<file path="config.mk">
export PLATFORM = sky130hd
export DESIGN_NAME = clkctl_power_fsm
export DESIGN_NICKNAME = d
export VERILOG_FILES = /design/src/rtl/clkctl_pkg.sv /design/src/rtl/clkctl_state_fsm.sv /design/src/rtl/clkctl_pend_latch.sv /design/src/rtl/clkctl_power_fsm.sv
export SDC_FILE = /design/constraint.sdc
export NUM_CORES = 1
export LEC_CHECK = 0
export BUFFER_PORTS_ARGS = -buffer_cell sky130_fd_sc_hd__buf_2
export CORE_MARGIN = 1.5
export CORE_UTILIZATION = 40
export DETAILED_ROUTE_END_ITERATION = 7
export PLACE_DENSITY = 0.65
export SLEW_MARGIN = 10
export SYNTH_ARGS = -nofsm -noshare
export SYNTH_HDL_FRONTEND = slang
export SYNTH_SLANG_ARGS = --single-unit
export TNS_END_PERCENT = 5
</file>
<file path="constraint.sdc">
create_clock -name clk -period 1.8 [get_ports clk]
set_input_delay 0.09 -clock clk [delete_from_list [all_inputs] [get_ports clk]]
set_output_delay 0.09 -clock clk [all_outputs]
set_load 0.005 [all_outputs]
</file>
<file path="src/rtl/clkctl_pkg.sv">
package clkctl_pkg;

    typedef enum logic [2:0] {
        PS_NORMAL  = 3'd0,
        PS_HALT    = 3'd1,
        PS_GRANT   = 3'd2,
        PS_INQ     = 3'd3,
        PS_STOPPED = 3'd4
    } pwr_state_e;

    localparam int EDGE_SRC_N = 4;
    localparam int PEND_W     = EDGE_SRC_N + 1;

    localparam int PB_INIT  = 0;
    localparam int PB_FLUSH = 1;
    localparam int PB_NMI   = 2;
    localparam int PB_SMI   = 3;
    localparam int PB_INTR  = 4;

endpackage

</file>
<file path="src/rtl/clkctl_state_fsm.sv">
module clkctl_state_fsm
    import clkctl_pkg::*;
(
    input  logic       clk,
    input  logic       rst,
    input  logic       stpclk_req,
    input  logic       halt_ind,
    input  logic       snoop_strb,
    input  logic       snoop_hitm,
    input  logic       wb_done,
    input  logic       clk_running,
    input  logic       wake,
    output pwr_state_e state_q,
    output logic       wb_req
);

    pwr_state_e state_d;
    logic       from_halt_q, from_halt_d;
    logic       hitm_q, hitm_d;

    always_ff @(posedge clk) begin
        if (rst) begin
            state_q     <= PS_NORMAL;
            from_halt_q <= 1'b0;
            hitm_q      <= 1'b0;
        end else begin
            state_q     <= state_d;
            from_halt_q <= from_halt_d;
            hitm_q      <= hitm_d;
        end
    end

    always_comb begin
        state_d     = state_q;
        from_halt_d = from_halt_q;
        hitm_d      = hitm_q;
        unique case (state_q)
            PS_NORMAL: begin
                if (stpclk_req)     state_d = PS_GRANT;
                else if (halt_ind)  state_d = PS_HALT;
            end
            PS_HALT: begin
                if (wake) begin
                    state_d = PS_NORMAL;
                end else if (snoop_strb) begin
                    state_d     = PS_INQ;
                    from_halt_d = 1'b1;
                    hitm_d      = snoop_hitm;
                end
            end
            PS_GRANT: begin
                if (!stpclk_req) begin
                    state_d = PS_NORMAL;
                end else if (snoop_strb) begin
                    state_d     = PS_INQ;
                    from_halt_d = 1'b0;
                    hitm_d      = snoop_hitm;
                end else if (!clk_running) begin
                    state_d = PS_STOPPED;
                end
            end
            PS_INQ: begin
                if (!hitm_q || wb_done) begin
                    state_d = from_halt_q ? PS_HALT : PS_GRANT;
                    hitm_d  = 1'b0;
                end
            end
            PS_STOPPED: begin
                if (clk_running) state_d = PS_GRANT;
            end
            default: state_d = PS_NORMAL;
        endcase
    end

    always_comb begin
        wb_req = 1'b0;
        unique case (state_q)
            PS_INQ:  wb_req = hitm_q;
            default: wb_req = 1'b0;
        endcase
    end

    assert_halt_no_gate_R8: assert property (@(posedge clk) disable iff (rst)
        (state_q == PS_HALT) |=> (state_q != PS_STOPPED));

    assert_stopped_origin_R8: assert property (@(posedge clk) disable iff (rst)
        (state_q != PS_GRANT && state_q != PS_STOPPED) |=> (state_q != PS_STOPPED));

    assert_grant_holds_R4: assert property (@(posedge clk) disable iff (rst)
        (state_q == PS_GRANT && stpclk_req) |=> (state_q != PS_NORMAL));

    assert_inq_return_R6: assert property (@(posedge clk) disable iff (rst)
        (state_q == PS_INQ && !wb_req) |=> (state_q == PS_HALT || state_q == PS_GRANT));

    assert_wb_hold_R7: assert property (@(posedge clk) disable iff (rst)
        (wb_req && !wb_done) |=> (wb_req && state_q == PS_INQ));

    assert_reset_normal_R1: assert property (@(posedge clk)
        rst |=> (state_q == PS_NORMAL && !wb_req));

endmodule

</file>
<file path="src/rtl/clkctl_pend_latch.sv">
module clkctl_pend_latch #(
    parameter int EDGE_N = 4,
    localparam int W     = EDGE_N + 1
) (
    input  logic              clk,
    input  logic              rst,
    input  logic              capture,
    input  logic              release_now,
    input  logic [EDGE_N-1:0] edge_in,
    input  logic              level_in,
    input  logic              level_en,
    output logic [W-1:0]      svc
);

    logic [EDGE_N-1:0] prev_q;
    logic [W-1:0]      pend_q;
    logic [W-1:0]      hit;

    for (genvar g = 0; g < EDGE_N; g++) begin : g_edge
        always_ff @(posedge clk) begin
            if (rst) prev_q[g] <= 1'b0;
            else     prev_q[g] <= edge_in[g];
        end
        assign hit[g] = edge_in[g] & ~prev_q[g];
    end
    assign hit[EDGE_N] = level_in & level_en;

    always_ff @(posedge clk) begin
        if (rst)              pend_q <= '0;
        else if (release_now) pend_q <= '0;
        else if (capture)     pend_q <= pend_q | hit;
    end

    assign svc = release_now ? pend_q : '0;

    assert_svc_single_R5: assert property (@(posedge clk) disable iff (rst)
        (|svc) |=> !(|svc));

    assert_cleared_by_reset_R10: assert property (@(posedge clk)
        rst |=> (svc == '0));

endmodule

</file>
<file path="src/rtl/clkctl_power_fsm.sv">
module clkctl_power_fsm
    import clkctl_pkg::*;
(
    input  logic                clk,
    input  logic                rst,
    input  logic                stpclk_req,
    input  logic                halt_ind,
    input  logic                snoop_strb,
    input  logic                snoop_hitm,
    input  logic                wb_done,
    input  logic                clk_running,
    input  logic                init_in,
    input  logic                intr_in,
    input  logic                flush_in,
    input  logic                nmi_in,
    input  logic                smi_in,
    input  logic                intr_en,
    output logic [2:0]          state_o,
    output logic                wb_req_o,
    output logic [PEND_W-1:0]   svc_o
);

    pwr_state_e            cur_state;
    logic [EDGE_SRC_N-1:0] edge_vec;
    logic                  wake;

    always_comb begin
        edge_vec           = '0;
        edge_vec[PB_INIT]  = init_in;
        edge_vec[PB_FLUSH] = flush_in;
        edge_vec[PB_NMI]   = nmi_in;
        edge_vec[PB_SMI]   = smi_in;
    end

    assign wake = (|edge_vec) | (intr_in & intr_en);

    clkctl_state_fsm u_fsm (
        .clk         (clk),
        .rst         (rst),
        .stpclk_req  (stpclk_req),
        .halt_ind    (halt_ind),
        .snoop_strb  (snoop_strb),
        .snoop_hitm  (snoop_hitm),
        .wb_done     (wb_done),
        .clk_running (clk_running),
        .wake        (wake),
        .state_q     (cur_state),
        .wb_req      (wb_req_o)
    );

    clkctl_pend_latch #(.EDGE_N(EDGE_SRC_N)) u_pend (
        .clk         (clk),
        .rst         (rst),
        .capture     (cur_state == PS_GRANT),
        .release_now (cur_state == PS_NORMAL),
        .edge_in     (edge_vec),
        .level_in    (intr_in),
        .level_en    (intr_en),
        .svc         (svc_o)
    );

    assign state_o = cur_state;

    assert_svc_in_normal_R5: assert property (@(posedge clk) disable iff (rst)
        (|svc_o) |-> (state_o == 3'd0));

    assert_wb_in_inq_R7: assert property (@(posedge clk) disable iff (rst)
        wb_req_o |-> (state_o == 3'd3));

endmodule

</file>
==> results of run 1 <==
==> registers in the layout (all words and copies together) (netlist names) <==
register           cells
u_pend.pend_q          5
u_pend.prev_q          4
u_fsm.state_q          3
u_fsm.from_halt_q      1
u_fsm.hitm_q           1
==> power by group through the flow <==
stage | Clock (mW) | Combinational, mW | Sequential [mW]
after floorplan | 0 | 0.129 | 0.346
after global placement | 0 | 0.166 | 0.366
after detailed placement | 0 | 0.166 | 0.367
after CTS | 0.232 | 0.167 | 0.360
after global routing | 0.248 | 0.185 | 0.367
final | 0.227 | 0.166 | 0.360
==> cells in the final DEF (no fill, tap or decap), types with 2 or more instances in the layout <==
master    count
buf_2        22
clkbuf_4      3
a31oi_1       6
nand3_1       2
nor2b_1       5
nor3_1        2
nand3b_1      2
o21ai_0       4
a21oi_1       4
a211oi_1      3
and2_1        5
dfxtp_1      13
inv_1         9
nand2_1       3
nor2_1        9
==> timing repair <==
item | in CTS | in global routing
hold buffers | 0 | 0
setup endpoints to repair | 0 | 2
gates resized for setup | 0 | 1
==> cells by family after synthesis <==
| logic type | count (synthesis) | share of synthesized area, % |
|---|---|---|
| DFF | 14 | 37.3 |
| buffers and inverters | 14 | 7.67 |
| AOI/OAI and AO/OA | 26 | 23.7 |
| and+or+nand+nor | 39 | 31.3 |
==> final cells by class <==
cell class | count | area (um2) | share of cell area (%)
flip-flops and latches | 14 | 282 | 30.8
repair buffers | 23 | 118 | 12.9
inverters | 9 | 33.8 | 3.70
well taps | 25 | 31.3 | 3.42
clock buffers | 4 | 36.3 | 3.97
multi-input cells | 65 | 413 | 45.2
==> metrics by stage <==
stage	util (%)	power, mW	hold WS, ps	cells	setup slack [ps]
3_5_place_dp	50.2	0.533	350	136	144
3_3_place_gp	50.2	0.532	338	136	225
2_1_floorplan	-	0.475	218	93	404
5_1_grt	52.3	0.799	75.7	140	48.0
4_1_cts	52.3	0.759	55.8	140	135
6_report	52.3	0.754	52.0	140	163
==> critical path, stage by stage (launching register included) <==
cell and delay [ps]:
dfxtp_1 600, nor3_1 140, o21a_1 210, or4_1 500, a21oi_1 140
==> layer usage <==
layer  GRT usage (%)  part of all wire, %  vias to the layer above
met2            27.5                   46                       28
li1                -                    -                      375
met3            5.88                  6.3                        4
met5               0                    0                        -
met4            3.43                  1.2                        0
met1            20.9                   46                      326
==> worst max path at each step <==
stage	end	depth (start not counted)
3_3_place_gp	u_fsm.state_q[2]	4
4_1_cts	u_fsm.state_q[1]	4
6_report	u_fsm.state_q[2]	4
5_1_grt	svc_o[0]	3
3_5_place_dp	u_fsm.state_q[1]	4
2_1_floorplan	u_fsm.state_q[2]	5
==> impl_metrics.tcl, run 1 <==
set metrics [dict create \
    outcome "complete, no violations" \
    synth-main-ff-cell "dfxtp_1" \
    p_sw_mw 0.218 \
    clock_sinks 14 \
    yosysTopAreaCell "dfxtp_1" \
    wl_per_cell_um 11.5 \
    cts_tree "built" \
    cts_made_buffers 3 \
    hpwlAfterDp_um 1210 \
    holdPathStages 2 \
    syn-cell-area_um2 751 \
    ir_drop_v 0.000414 \
    io_buffers 22 \
    yosys_warnings 0 \
    fin_nets 130 \
    io-pin-count 23 \
    grt_pass1_wl_um 2550 \
    synth_nets 107 \
    drc 0 \
    placed_cell_area_um2 876 \
    cts_setup_buffers 0 \
    gp_congestion 0.803 \
    grt_use_total_pct 16.7 \
    critical_path_required_ps 2020 \
    setup_viol 0 \
    fin_skew_ps 2.06 \
    drive_above_1_share_pct 27.8 \
    synth_top_area_share_pct 37.3 \
    hold_viol 0 \
    cp-startpoint "u_fsm.state_q[2]" \
    synth.area.top_cells "dfxtp_1 37%, a31oi_1 5.0%, inv_1 4.5%" \
    rsz0062_at_grt "false" \
    placementRows 15 \
    max_freq_mhz 611 \
    finalSetupTns_ps 0 \
    async_reset_ff_share_pct 0 \
    antenna_cells 0 \
    avgViaCountPerCell 5.24 \
    r2r_end "u_fsm.state_q[2]" \
    p_leak_nw 0.389 \
    combPwrFrac_pct 22.1 \
    pwr-share-clk_pct 30.1 \
    path_max_fanout 15 \
    grt_pass1_vias 589 \
    drt_iter0_markers 8 \
    drt-total-wl_um 1610 \
    dieWidth_um 46.3 \
    p_seq_share_pct 47.8 \
    ant_nets 0 \
    tightest_slew_ps 506 \
    synth_edf_count 0 \
    dieArea_um2 2150 \
    grt_max_degree 16 \
    ys_seq_elements 14 \
    fin_area_um2 913 \
    sw_frac_of_total_pct 28.9 \
    htreeDepth 1 \
    critPathArrivalTime_ps 1860 \
    slew_headroom_pct 66.0 \
    slew_viol_final 0 \
    coreArea_um2 1750 \
    rr_startpoint "u_fsm.state_q[2]" \
    critPathKind "reg -> reg" \
    avgSynthCellArea_um2 8.07 \
    min_to "u_pend.prev_q[2]" \
    clock_latency_ps 280 \
    reg2reg_slack_ps 160 \
    hold_class "in -> reg" \
    synth-seq-area-share_pct 37.3 \
    cts_buffer_depth 2 \
    drt-pass1-iter-count 4 \
    area_growth_pct 21.7 \
    final.min_clock_period_ps 1640 \
    num_vias 733 \
    synth_most_common_cell "dfxtp_1" \
    nFillCells 192 \
    overflow 0 \
    ff2ff_path_depth 4 \
    synth.top_cells.by_count "14 x dfxtp_1, 9 x inv_1, 9 x nor2_1" \
    cts-root-buf "clkbuf_4" \
    crit_path_start_kind "flop" \
    die_y_um 46.3 \
    finalCritPeriodShare_pct 91.0 \
    cts.clk_slew.worst_paths_ps 90 \
    maxCapViolCount 0 \
    synthCells 93 \
    cp-end-kind "flop" \
    synth_cell_types 35 \
    antenna_found_initial 0 \
    start_util_pct 43.0 \
    p_int_mw 0.536 \
    p_per_area_nw_per_um2 825 \
    worstHoldStart "nmi_in" \
]
Note: power is estimated with default switching activity, not from simulation.
==> inputs of run 2 (changes only) <==
- CORE_UTILIZATION: 40 -> 48
- PLACE_DENSITY: 0.65 -> 0.75
==> run 2 against run 1 <==
Clock-buffer cell count is 1 lower. Final cell count decreased by 7.1%. Sequential cell count unchanged. Clock skew is 1.4 ps higher. Via count increased by 0.55%. Critical path type unchanged. Critical path depth did not move. Largest cell class unchanged. Worst setup slack worse by 6.2 ps. Combinational power about the same. Non-clock buffer count is the same. Wire length is 3.6% lower. Total power shrank 8.1%.
==> impl_metrics.tcl, run 2 (synthesized netlist as in run 1, its figures left out) <==
set metrics [dict create \
    clock_latency_ps 270 \
    hpwlAfterDp_um 1150 \
    cts_setup_buffers 0 \
    critical_path_required_ps 2010 \
    dieArea_um2 1810 \
    io_buffers 22 \
    coreArea_um2 1490 \
    max_freq_mhz 608 \
    cts_tree "built" \
    cts_resized 0 \
    regMostFlops "u_pend.pend_q" \
    gp_congestion 0.934 \
    layout_commonest_cell "buf_2" \
    grt_use_total_pct 20.3 \
    cts_made_buffers 3 \
    grt_pass1_vias 624 \
    p_sw_mw 0.204 \
    p_int_mw 0.489 \
    num_vias 737 \
    htreeDepth 1 \
    reg_top3 "u_pend.pend_q: 5 flops, u_pend.prev_q: 4 flops, u_fsm.state_q: 3 flops" \
    dpl_worst_slack_ps 173 \
    grt_pass1_wl_um 2750 \
    p_leak_nw 0.382 \
    overflow 0 \
    drt_iter0_markers 21 \
    maxCapViolCount 0 \
    ctsHoldBuffers 0 \
    ant_nets 0 \
    drt-pass1-iter-count 4 \
    slew_headroom_pct 68.1 \
    cts-root-buf "clkbuf_4" \
    hold_class "in -> reg" \
    clock_sinks 14 \
    outcome "complete, no violations" \
    drt-total-wl_um 1560 \
    wl_per_cell_um 12.0 \
    fin_nets 130 \
    crit_path_start_kind "flop" \
    antenna_cells 0 \
    area_growth_pct 18.2 \
    start_util_pct 50.4 \
    cts.clk_slew.worst_paths_ps 80 \
    p_seq_share_pct 51.9 \
    ir_drop_v 0.000389 \
    final.min_clock_period_ps 1640 \
    combPwrFrac_pct 23.6 \
    placementRows 14 \
    hold_viol 0 \
    critPathKind "reg -> reg" \
    drc 0 \
    pwr-share-clk_pct 24.5 \
    holdWs_ps 71.3 \
    rsz0062_at_grt "false" \
    nFillCells 147 \
    critPathArrivalTime_ps 1850 \
    largest_reg_flops 5 \
    setup_viol 0 \
    final_cell_mix "22 x buf_2, 14 x dfxtp_1, 9 x inv_1, 9 x nor2_1, 6 x a31oi_1" \
    tightest_slew_ps 475 \
    antenna_found_initial 0 \
    dieWidth_um 42.5 \
    finalCritPeriodShare_pct 91.3 \
    io-pin-count 23 \
    p_per_area_nw_per_um2 781 \
    p_total_mw 0.693 \
    die_y_um 42.5 \
    grt_max_degree 16 \
    cts_buffer_depth 2 \
    drive_above_1_share_pct 26.3 \
    fin_skew_ps 3.47 \
    sw_frac_of_total_pct 29.4 \
    avgViaCountPerCell 5.67 \
    finalSetupTns_ps 0 \
    worst_slack_ps 156 \
    path_max_fanout 15 \
    cp-end-kind "flop" \
    slew_viol_final 0 \
]
[run 2: final cells by class]
class / count / area, um2 / area share, %
multi-input combinational: 65 / 413 / 46.5
tap: 16 / 20.0 / 2.26
timing repair buffer: 23 / 118 / 13.3
inverter: 9 / 33.8 / 3.81
sequential: 14 / 280 / 31.6
clock buffer: 3 / 22.5 / 2.54
[run 2: power by group through the flow]
| stage | clock [mW] | sequential (mW) | combinational, mW |
|---|---|---|---|
| finish | 0.170 | 0.360 | 0.163 |
| global route | 0.196 | 0.365 | 0.185 |
| CTS | 0.173 | 0.359 | 0.165 |
| detailed placement | 0 | 0.367 | 0.164 |
| global placement | 0 | 0.365 | 0.164 |
| floorplan | 0 | 0.346 | 0.129 |
[run 2: routing by layer]
metal	track usage, %	up-vias	wire length (um)
met5	0	-	0
met4	13.1	0	49
met3	3.88	6	103
met2	27.7	29	710
met1	28.6	326	693
li1	-	376	-
[run 2: metrics by stage]
stage               cells  util (%)  cell area (um2)
detailed placement    127      58.1              865
finish                130      59.6              887
global route          130      59.6              887
global placement      127      58.1              865
floorplan              93         -              751
CTS                   130      59.6              887
[run 2: final timing paths]
path	start	to	slack (ps)	depth (start not counted)
worst max register to register	u_fsm.state_q[2]	u_fsm.state_q[2]	160	4
worst min register to register	u_pend.pend_q[4]	u_pend.pend_q[4]	470	2
worst max-delay path	u_fsm.state_q[2]	u_fsm.state_q[2]	160	4
worst min-delay path	nmi_in	u_pend.prev_q[2]	70	2
[run 2: critical path: stages, from the launching register on]
cell and delay (ps):
dfxtp_1 600, nor3_1 140, o21a_1 210, or4_1 500, a21oi_1 140
